<file path="config.mk">
export PLATFORM = sky130hd
export DESIGN_NAME = gpio_irq_detect
export DESIGN_NICKNAME = d
export VERILOG_FILES = /design/src/rtl/gpio_irq_pkg.sv /design/src/rtl/gpio_irq_ctrl.sv /design/src/rtl/gpio_irq_dp.sv /design/src/rtl/gpio_irq_detect.sv
export SDC_FILE = /design/constraint.sdc
export NUM_CORES = 1
export LEC_CHECK = 0
export ABC_CLOCK_PERIOD_IN_PS = 1500
export CORE_UTILIZATION = 58
export CTS_BUF_LIST = sky130_fd_sc_hd__clkbuf_8
export DETAILED_ROUTE_END_ITERATION = 6
export DONT_BUFFER_PORTS = 1
export GPL_TIMING_DRIVEN = 0
export PLACE_DENSITY = 0.88
export SYNTH_ARGS = -nofsm -noshare
export SYNTH_HDL_FRONTEND = slang
export SYNTH_SLANG_ARGS = --single-unit
</file>
<file path="constraint.sdc">
create_clock -name clk -period 1.5 [get_ports clk]
set_input_delay 0.075 -clock clk [delete_from_list [all_inputs] [get_ports clk]]
set_output_delay 0.075 -clock clk [all_outputs]
set_load 0.1 [all_outputs]
</file>
<file path="src/rtl/gpio_irq_pkg.sv">
`timescale 1ns/1ps
package gpio_irq_pkg;
  localparam int PIN_COUNT = 8;
  typedef logic [PIN_COUNT-1:0] pinVec_t;
  // strobes from the detection control into the status datapath
  typedef struct packed {
    pinVec_t setHit;
    pinVec_t clrHit;
  } irqStrobe_t;
endpackage

</file>
<file path="src/rtl/gpio_irq_ctrl.sv">
`timescale 1ns/1ps
module gpio_irq_ctrl
  import gpio_irq_pkg::*;
(
  input  logic       clk,
  input  logic       rstN,
  input  pinVec_t    pinIn,
  input  pinVec_t    prevIn,
  input  pinVec_t    dirMask,
  input  pinVec_t    senseMask,
  input  pinVec_t    bothMask,
  input  pinVec_t    eventMask,
  input  pinVec_t    clearVec,
  output irqStrobe_t strobe
);
  pinVec_t changed;
  pinVec_t setVec;

  // only input pins can produce a change event
  assign changed = (prevIn ^ pinIn) & ~dirMask;

  for (genvar i = 0; i < PIN_COUNT; i++) begin : g_pin
    logic matchLvl;
    assign matchLvl = (pinIn[i] == eventMask[i]);
    assign setVec[i] = senseMask[i] ? matchLvl
                     : (bothMask[i] ? changed[i] : (changed[i] & matchLvl));
  end

  assign strobe.setHit = setVec;
  assign strobe.clrHit = clearVec;

  // output pins in edge mode never request a set
  assert_no_out_edge_R2: assert property (@(posedge clk) disable iff (!rstN)
    ((strobe.setHit & dirMask & ~senseMask) == '0));

  // an active level always requests a set
  assert_level_set_R5: assert property (@(posedge clk) disable iff (!rstN)
    ((senseMask & ~(pinIn ^ eventMask) & ~strobe.setHit) == '0));

  // a steady pin in edge mode requests nothing
  assert_steady_edge_R4: assert property (@(posedge clk) disable iff (!rstN)
    ((strobe.setHit & ~senseMask & ~(pinIn ^ prevIn)) == '0));
endmodule

</file>
<file path="src/rtl/gpio_irq_dp.sv">
`timescale 1ns/1ps
module gpio_irq_dp
  import gpio_irq_pkg::*;
(
  input  logic       clk,
  input  logic       rstN,
  input  pinVec_t    pinIn,
  input  pinVec_t    enableMask,
  input  irqStrobe_t strobe,
  output pinVec_t    prevIn,
  output pinVec_t    rawStatus,
  output pinVec_t    maskedStatus,
  output logic       irqOut
);
  always_ff @(posedge clk) begin
    if (!rstN) begin
      prevIn    <= '0;
      rawStatus <= '0;
    end else begin
      prevIn    <= pinIn;
      rawStatus <= (rawStatus & ~strobe.clrHit) | strobe.setHit;
    end
  end

  assign maskedStatus = rawStatus & enableMask;
  assign irqOut       = |maskedStatus;

  assert_sticky_R9: assert property (@(posedge clk) disable iff (!rstN)
    ((strobe.setHit == '0) && (strobe.clrHit == '0)) |=> (rawStatus == $past(rawStatus)));

  assert_clear_R7: assert property (@(posedge clk) disable iff (!rstN)
    1'b1 |=> ((rawStatus & $past(strobe.clrHit & ~strobe.setHit)) == '0));

  assert_set_wins_R8: assert property (@(posedge clk) disable iff (!rstN)
    1'b1 |=> ((rawStatus & $past(strobe.setHit)) == $past(strobe.setHit)));
endmodule

</file>
<file path="src/rtl/gpio_irq_detect.sv">
`timescale 1ns/1ps
module gpio_irq_detect
  import gpio_irq_pkg::*;
(
  input  logic       clk,
  input  logic       rstN,
  input  logic [7:0] pinIn,
  input  logic [7:0] dirMask,
  input  logic [7:0] senseMask,
  input  logic [7:0] bothMask,
  input  logic [7:0] eventMask,
  input  logic [7:0] enableMask,
  input  logic [7:0] clearVec,
  output logic [7:0] rawStatus,
  output logic [7:0] maskedStatus,
  output logic       irqOut
);
  irqStrobe_t strobe;
  pinVec_t    prevIn;

  gpio_irq_ctrl u_ctrl (
    .clk(clk), .rstN(rstN), .pinIn(pinIn), .prevIn(prevIn),
    .dirMask(dirMask), .senseMask(senseMask), .bothMask(bothMask),
    .eventMask(eventMask), .clearVec(clearVec), .strobe(strobe)
  );

  gpio_irq_dp u_dp (
    .clk(clk), .rstN(rstN), .pinIn(pinIn), .enableMask(enableMask),
    .strobe(strobe), .prevIn(prevIn), .rawStatus(rawStatus),
    .maskedStatus(maskedStatus), .irqOut(irqOut)
  );

  assert_disabled_quiet_R6: assert property (@(posedge clk) disable iff (!rstN)
    (enableMask == '0) |-> (!irqOut && maskedStatus == '0));

  assert_first_cycle_R1: assert property (@(posedge clk)
    !rstN |=> (rawStatus == '0));
endmodule

</file>
==> results.md, run 1 <==
* Top post-synthesis cells by area: dfxtp_1 (35%), nor2b_1 (11%), and2_1 (9.7%)
* DRC Markers at 0
* Sink Count at 16
* VDD IR max at 762 uV
* Largest family of logic cells by synthesized area: compound AO/OA/AOI/OAI gates
* F_max at 446 MHz
* Failing checks: negative setup slack
* Worst endpoint required time at 1420 ps
* Filler cell count in the final layout at 82
* ANT cells at 0
* Drt total wl at 2640 um
* Yosys top cell area share at 0.354
* First-pass GRT wire length at 4040 um
* Port-buffer cells at 0
* Vias at 902
* Fin. Hold Viols at 0
* Post-Synth XOR/XNOR Area at 0.0194
* Post-synth EDFFs at 0
* Post-synth top flop: dfxtp_1
* Clock transition at path regs at 70 ps
* Mapped Area at 905 um2
* Tcrit/Tclk final at 1.50
* Vias in the first global route at 990
* Slew HR at 0.629
* Final setup violation count at 1
* Sequential share of the synthesized area at 0.354
* Initial DRC count at 10
* Post-synth net total at 172
* CP Data Arrival Time at 2170 ps
* Fin area at 1180 um2
* CTS Buffer Depth at 2
* Rows at 13
* Core Util, Final at 0.854
* Worst-Skew Late Latency at 250 ps
* Final WS setup at -745 ps
* CTS tree: built
* Hold Crit Class: in2reg
* Setup Skew at 4.17 ps
* Global route total overflow at 0
* Die width at 41.5 um
* RSZ-0062 raised after global routing: yes
* Setup crit start kind: register
* Antenna Violating Nets Remaining at 0
* CTS root buf: clkbuf_8
* Type of the worst setup path: reg2out
* Post-DR wirelength/cell at 17.7 um
* Maximum fanout along the worst path at 4
* Post-synthesis instance total at 114
* Tot Pwr at 1320 uW
* Initial Util at 0.654
* Synth warn at 0
* Multiplexer share of the synthesized area at 0
* P_leak at 0.000518 uW
* Setup bufs post-CTS at 0
* Ys async rst share at 0
* Leading area contributor after synthesis: dfxtp_1
* Die Ht at 41.5 um
* Max cap viols at 0
* Slew @ Worst Pin at 556 ps
* HPWL Detailed at 1720 um
* Top cells by count, synth: dfxtp_1 (16), inv_1 (16), nor2b_1 (16)
* Avg Inst Size Synth at 7.94 um2
* Nets@finish at 193
* Vias/cell at 6.05
* Antenna violations before repair at 0
* Global Route Usage Sum at 0.307
* Largest net degree at the start of global routing at 10
* Synth Area in Compound Gates at 0.281
* Core area at 1380 um2
* Max Slew Vio Count at 0
* Min Clock Period, post-route at 2240 ps
* CTS HTree Levels at 1
* Yosys reg bits at 16
* Placed Instance Area at 960 um2
* Ports at 75
* CTS buffer count at 3
* Adder-cell share of the synthesized area at 0
* Drt first pass iters at 4
* Synth Area in Simple Gates at 0.279
* Layout cells sized above 1 at 0.172
* Full die area at 1720 um2
* Layout area overhead at 30.6%
* Setup_tns at -745 ps
* Netlist cell types at 15
* PD cells at 1120 nW/um2
* GP Congestion at 0.676
* Outcome: finished, violations left
* Worst setup EP type: output pin
## worst paths after layout
check                    startpoint  cells after the start                end  slack, ps
hold reg to reg      u_dp.prevIn[6]                      3  u_dp.rawStatus[6]        580
setup / recovery  u_dp.rawStatus[1]                      3             irqOut       -740
setup reg to reg  u_dp.rawStatus[4]                      2  u_dp.rawStatus[4]        190
hold / removal         senseMask[6]                      2  u_dp.rawStatus[6]          7
## area by class of cell
| cell class | count | area, um2 | share of cell area |
|---|---|---|---|
| inverters | 16 | 60.1 | 0.0508 |
| flip-flops and latches | 16 | 340 | 0.288 |
| clock buffers | 4 | 55.1 | 0.0466 |
| repair buffers | 16 | 160 | 0.136 |
| well taps | 15 | 18.8 | 0.0159 |
| multi-input cells | 82 | 547 | 0.463 |
## timing repair
item,in CTS,in global routing
hold buffers,16,0
endpoints found under the hold margin,8,0
resized for setup,3,0
setup endpoints to repair,3,1
## kinds of logic after synthesis
group / after synthesis
AOI/OAI and AO/OA: 38
xor gates and xnor gates: 2
buffers and inverters: 16
DFF: 16
and+or+nand+nor: 42
## layout by cell type (no fill, tap or decap), drive strengths merged
master       count
a21oi            9
xnor2            1
or2              1
nor2             7
dlygate4sd3     16
a221oi           7
inv             16
or4              2
o211ai           1
dfxtp           16
o22ai           14
nor2b           16
xor2             1
clkbuf           4
a21boi           7
and2            16
## flip-flops by register name (all words and copies together), names as in the netlist
signal	cells
u_dp.rawStatus	8
u_dp.prevIn	8
## critical path: stages, from the launching register on
cell and delay, ps:
dfxtp_4 460, and2_4 310, or4_4 540, or4_4 610
## report_power, final
group          leakage [uW]  internal (uW)  total, uW  switching (uW)
sequential         0.000137            459        626             167
combinational      0.000352            117        316             199
clock             0.0000288            233        382             149
## routing by layer
| layer | track usage | up-vias | share of wire |
|---|---|---|---|
| li1 | - | 438 | - |
| met1 | 0.293 | 410 | 0.35 |
| met2 | 0.600 | 50 | 0.55 |
| met3 | 0.130 | 4 | 0.087 |
| met4 | 0.0581 | 0 | 0.0079 |
| met5 | 0 | - | 0 |
## per-stage QoR
step | hold WS (ps) | std cells | worst slack, ps
finish | 6.84 | 149 | -745
global route | 54.7 | 149 | -770
CTS | 6.27 | 149 | -745
detailed placement | 200 | 129 | -484
global placement | 197 | 129 | -496
floorplan | 197 | 114 | -428
Note: power is estimated with default switching activity, not from simulation.
==> run 2, diff against run 1 <==
==> constraint.sdc (replaced) <==
create_clock -name clk -period 1.5 [get_ports clk]
set_input_delay 0.225 -clock clk [delete_from_list [all_inputs] [get_ports clk]]
set_output_delay 0.225 -clock clk [all_outputs]
set_load 0.1 [all_outputs]
==> run 2 against run 1 <==
Net effect:
- register-to-register slack better by 210 ps
- largest power group unchanged
- fmax is 6.0% lower
- highest routed layer is now met3
- clock power is 1% lower
- sequential power hardly changed
- total power is 3.4% lower
- critical path type unchanged
- non-clock buffer count is 16 lower
- the flow still finishes with violations (negative setup slack)
- wire length is 20% lower
- critical endpoint unchanged
==> results.md, run 2 (synthesized netlist as in run 1, its figures left out) <==
* Min Clock Period, post-route at 2390 ps (+143 ps)
* Slowest cell delay on critical path at 610 ps (about the same)
* CTS root buf: clkbuf_8
* Largest net degree at the start of global routing at 10 (unchanged)
* ANT cells at 0 (unchanged)
* Slew HR at 0.789 (+0.159)
* Switch Pwr at 498 uW (-3.3%)
* Antenna violations before repair at 0 (unchanged)
* Initial Util at 0.654 (unchanged)
* Maximum fanout along the worst path at 4 (unchanged)
* GP Congestion at 0.676 (unchanged)
* Rows at 13 (unchanged)
* Max cap viols at 0 (unchanged)
* R2R Setup Slk at 400 ps (+210 ps)
* Vias/cell at 6.19 (+2.2%)
* Die Ht at 41.5 um (unchanged)
* RSZ-0062 raised after global routing: yes
* Final setup violation count at 1 (unchanged)
* DP Worst Slack at -634 ps (-150 ps)
* Crit-path most repeated cell: or4_4
* Crit-path leading delay family: simple AND/OR/NAND/NOR gates
* Fin area at 1030 um2 (-13%)
* Most Crowded Layer GR: met2
* Reg-to-Reg End: u_dp.rawStatus[2]
* Nets@finish at 177 (-8.3%)
* Clock share of power at 0.295 (+0.007)
* Final WS setup at -888 ps (-143 ps)
* Slew @ Worst Pin at 317 ps (-239 ps)
* Cell Int Power at 781 uW (-3.5%)
* Switching share of power at 0.389 (+0.000623)
* Global route total overflow at 0 (unchanged)
* Port-buffer cells at 0 (unchanged)
* VDD IR max at 735 uV (-3.5%)
* Layout area overhead at 14.0%
* Layout cells sized above 1 at 0.195 (+0.0233)
* DRC Markers at 0 (unchanged)
* Ports at 75 (unchanged)
* Setup bufs post-CTS at 0 (unchanged)
* CP Cell Sequence: and2_4, or4_4, or4_4
* CTS HTree Levels at 1 (unchanged)
* P_leak at 0.000441 uW (-15%)
* Setup crit start kind: register
* CTS Buffer Depth at 2 (unchanged)
* Core area at 1380 um2 (unchanged)
* Worst-Skew Late Latency at 250 ps (about the same)
* Reg2Reg Depth at 2 (unchanged)
* CTS buffer count at 3 (unchanged)
* Global Route Usage Sum at 0.255 (-0.0525)
* Worst endpoint required time at 1270 ps (-150 ps)
* WHS Path Cells at 1 (-1)
* Worst path bufs/invs at 0 (unchanged)
* Antenna Violating Nets Remaining at 0 (unchanged)
* PD cells at 1240 nW/um2 (+11%)
* Outcome: finished, violations left
* Tcrit/Tclk final at 1.59 (+0.0954)
* Grt met3 use at 0.0913 (-0.0391)
* Logic pwr share at 0.217 (-0.022)
* First-pass GRT wire length at 3390 um (-16%)
* Drt first pass iters at 4 (unchanged)
* Filler cell count in the final layout at 120 (+46%)
* CP Data Arrival Time at 2160 ps (about the same)
* Largest registers: u_dp.prevIn x8, u_dp.rawStatus x8
* Reg power frac at 0.488 (+0.015)
* Failing checks: negative setup slack
* Full die area at 1720 um2 (unchanged)
* Hold Crit Class: in2reg
* Sink Count at 16 (unchanged)
* Placed Instance Area at 960 um2 (unchanged)
* Type of the worst setup path: reg2out
* Setup Skew at 3.09 ps (-1.07 ps)
* Clock transition at path regs at 60 ps (about the same)
* Vias at 823 (-8.8%)
* CTS tree: built
* Die width at 41.5 um (unchanged)
* Post-DR wirelength/cell at 15.8 um (-11%)
* Worst setup EP type: output pin
* Vias in the first global route at 904 (-8.7%)
* Hold_sp: pinIn[5]
* Routing usage on met2 at 0.528 (-0.0719)
* CTS Hold Bufs at 0 (-16)
* Core Util, Final at 0.746 (-0.109)
* M1 GR Usage at 0.230 (-0.0623)
* Initial DRC count at 7 (-3)
* Drt total wl at 2100 um (-20%)
* CP max-delay cell: or4_4
* Most frequent cells in the layout: inv_1 (16), nor2b_1 (16), o22ai_1 (14)
* Fin. Hold Viols at 0 (unchanged)
* RR Startpoint: u_dp.rawStatus[2]
* HPWL Detailed at 1720 um (unchanged)
* Max Slew Vio Count at 0 (unchanged)
* F_max at 419 MHz (-6.0%)
* Hold EP: u_dp.prevIn[5]
-- run 2: changes by cell type in the layout (fill, tap and decap cells not counted), sizes merged --
cell / previous run / this run
dlygate4sd3: 16 / 0
-- run 2: worst register-to-register path, stage by stage, from the launching register on --
cell and delay (ps):
dfxtp_4 550, a21boi_0 170, a221oi_1 290
-- run 2: how the worst max path moves through the flow --
stage          depth (start not counted)               from     end  slack [ps]
5_1_grt                                3  u_dp.rawStatus[1]  irqOut        -920
3_3_place_gp                           3  u_dp.rawStatus[1]  irqOut        -650
2_1_floorplan                          3  u_dp.rawStatus[1]  irqOut        -580
3_5_place_dp                           3  u_dp.rawStatus[1]  irqOut        -630
4_1_cts                                3  u_dp.rawStatus[1]  irqOut        -890
6_report                               3  u_dp.rawStatus[1]  irqOut        -890
-- run 2: final cells by class --
class / count / area [um2] / area share
Tap cell: 15 / 18.8 / 0.0182
Clock buffer: 4 / 55.1 / 0.0534
Multi-Input combinational cell: 82 / 547 / 0.530
Sequential cell: 16 / 350 / 0.340
Inverter: 16 / 60.1 / 0.0583
-- run 2: layer usage --
metal	vias to the layer above	wire, um
li1	408	-
met1	374	727
met2	41	1240
met3	0	137
met4	0	0
met5	-	0
-- run 2: what timing repair did --
item	4_1_cts	5_1_grt
gates cloned	0	0
pin swaps	0	0
setup endpoints to repair	5	1
resized for setup	7	0
-- run 2: power groups by stage --
stage	Clock (uW)	Combinational [uW]	Sequential, uW
floorplan	0	252	628
global placement	0	264	633
detailed placement	0	272	635
CTS	382	279	624
global route	403	296	629
finish	377	277	624
-- run 2: per-stage QoR --
| stage | hold slack, ps | TNS, ps | std cells | power, uW |
|---|---|---|---|---|
| 6_report | 93.0 | -888 | 133 | 1280 |
| 4_1_cts | 92.1 | -895 | 133 | 1280 |
| 5_1_grt | 88.8 | -917 | 133 | 1330 |
| 2_1_floorplan | 347 | -578 | 114 | 880 |
| 3_3_place_gp | 347 | -646 | 129 | 898 |
| 3_5_place_dp | 350 | -634 | 129 | 907 |
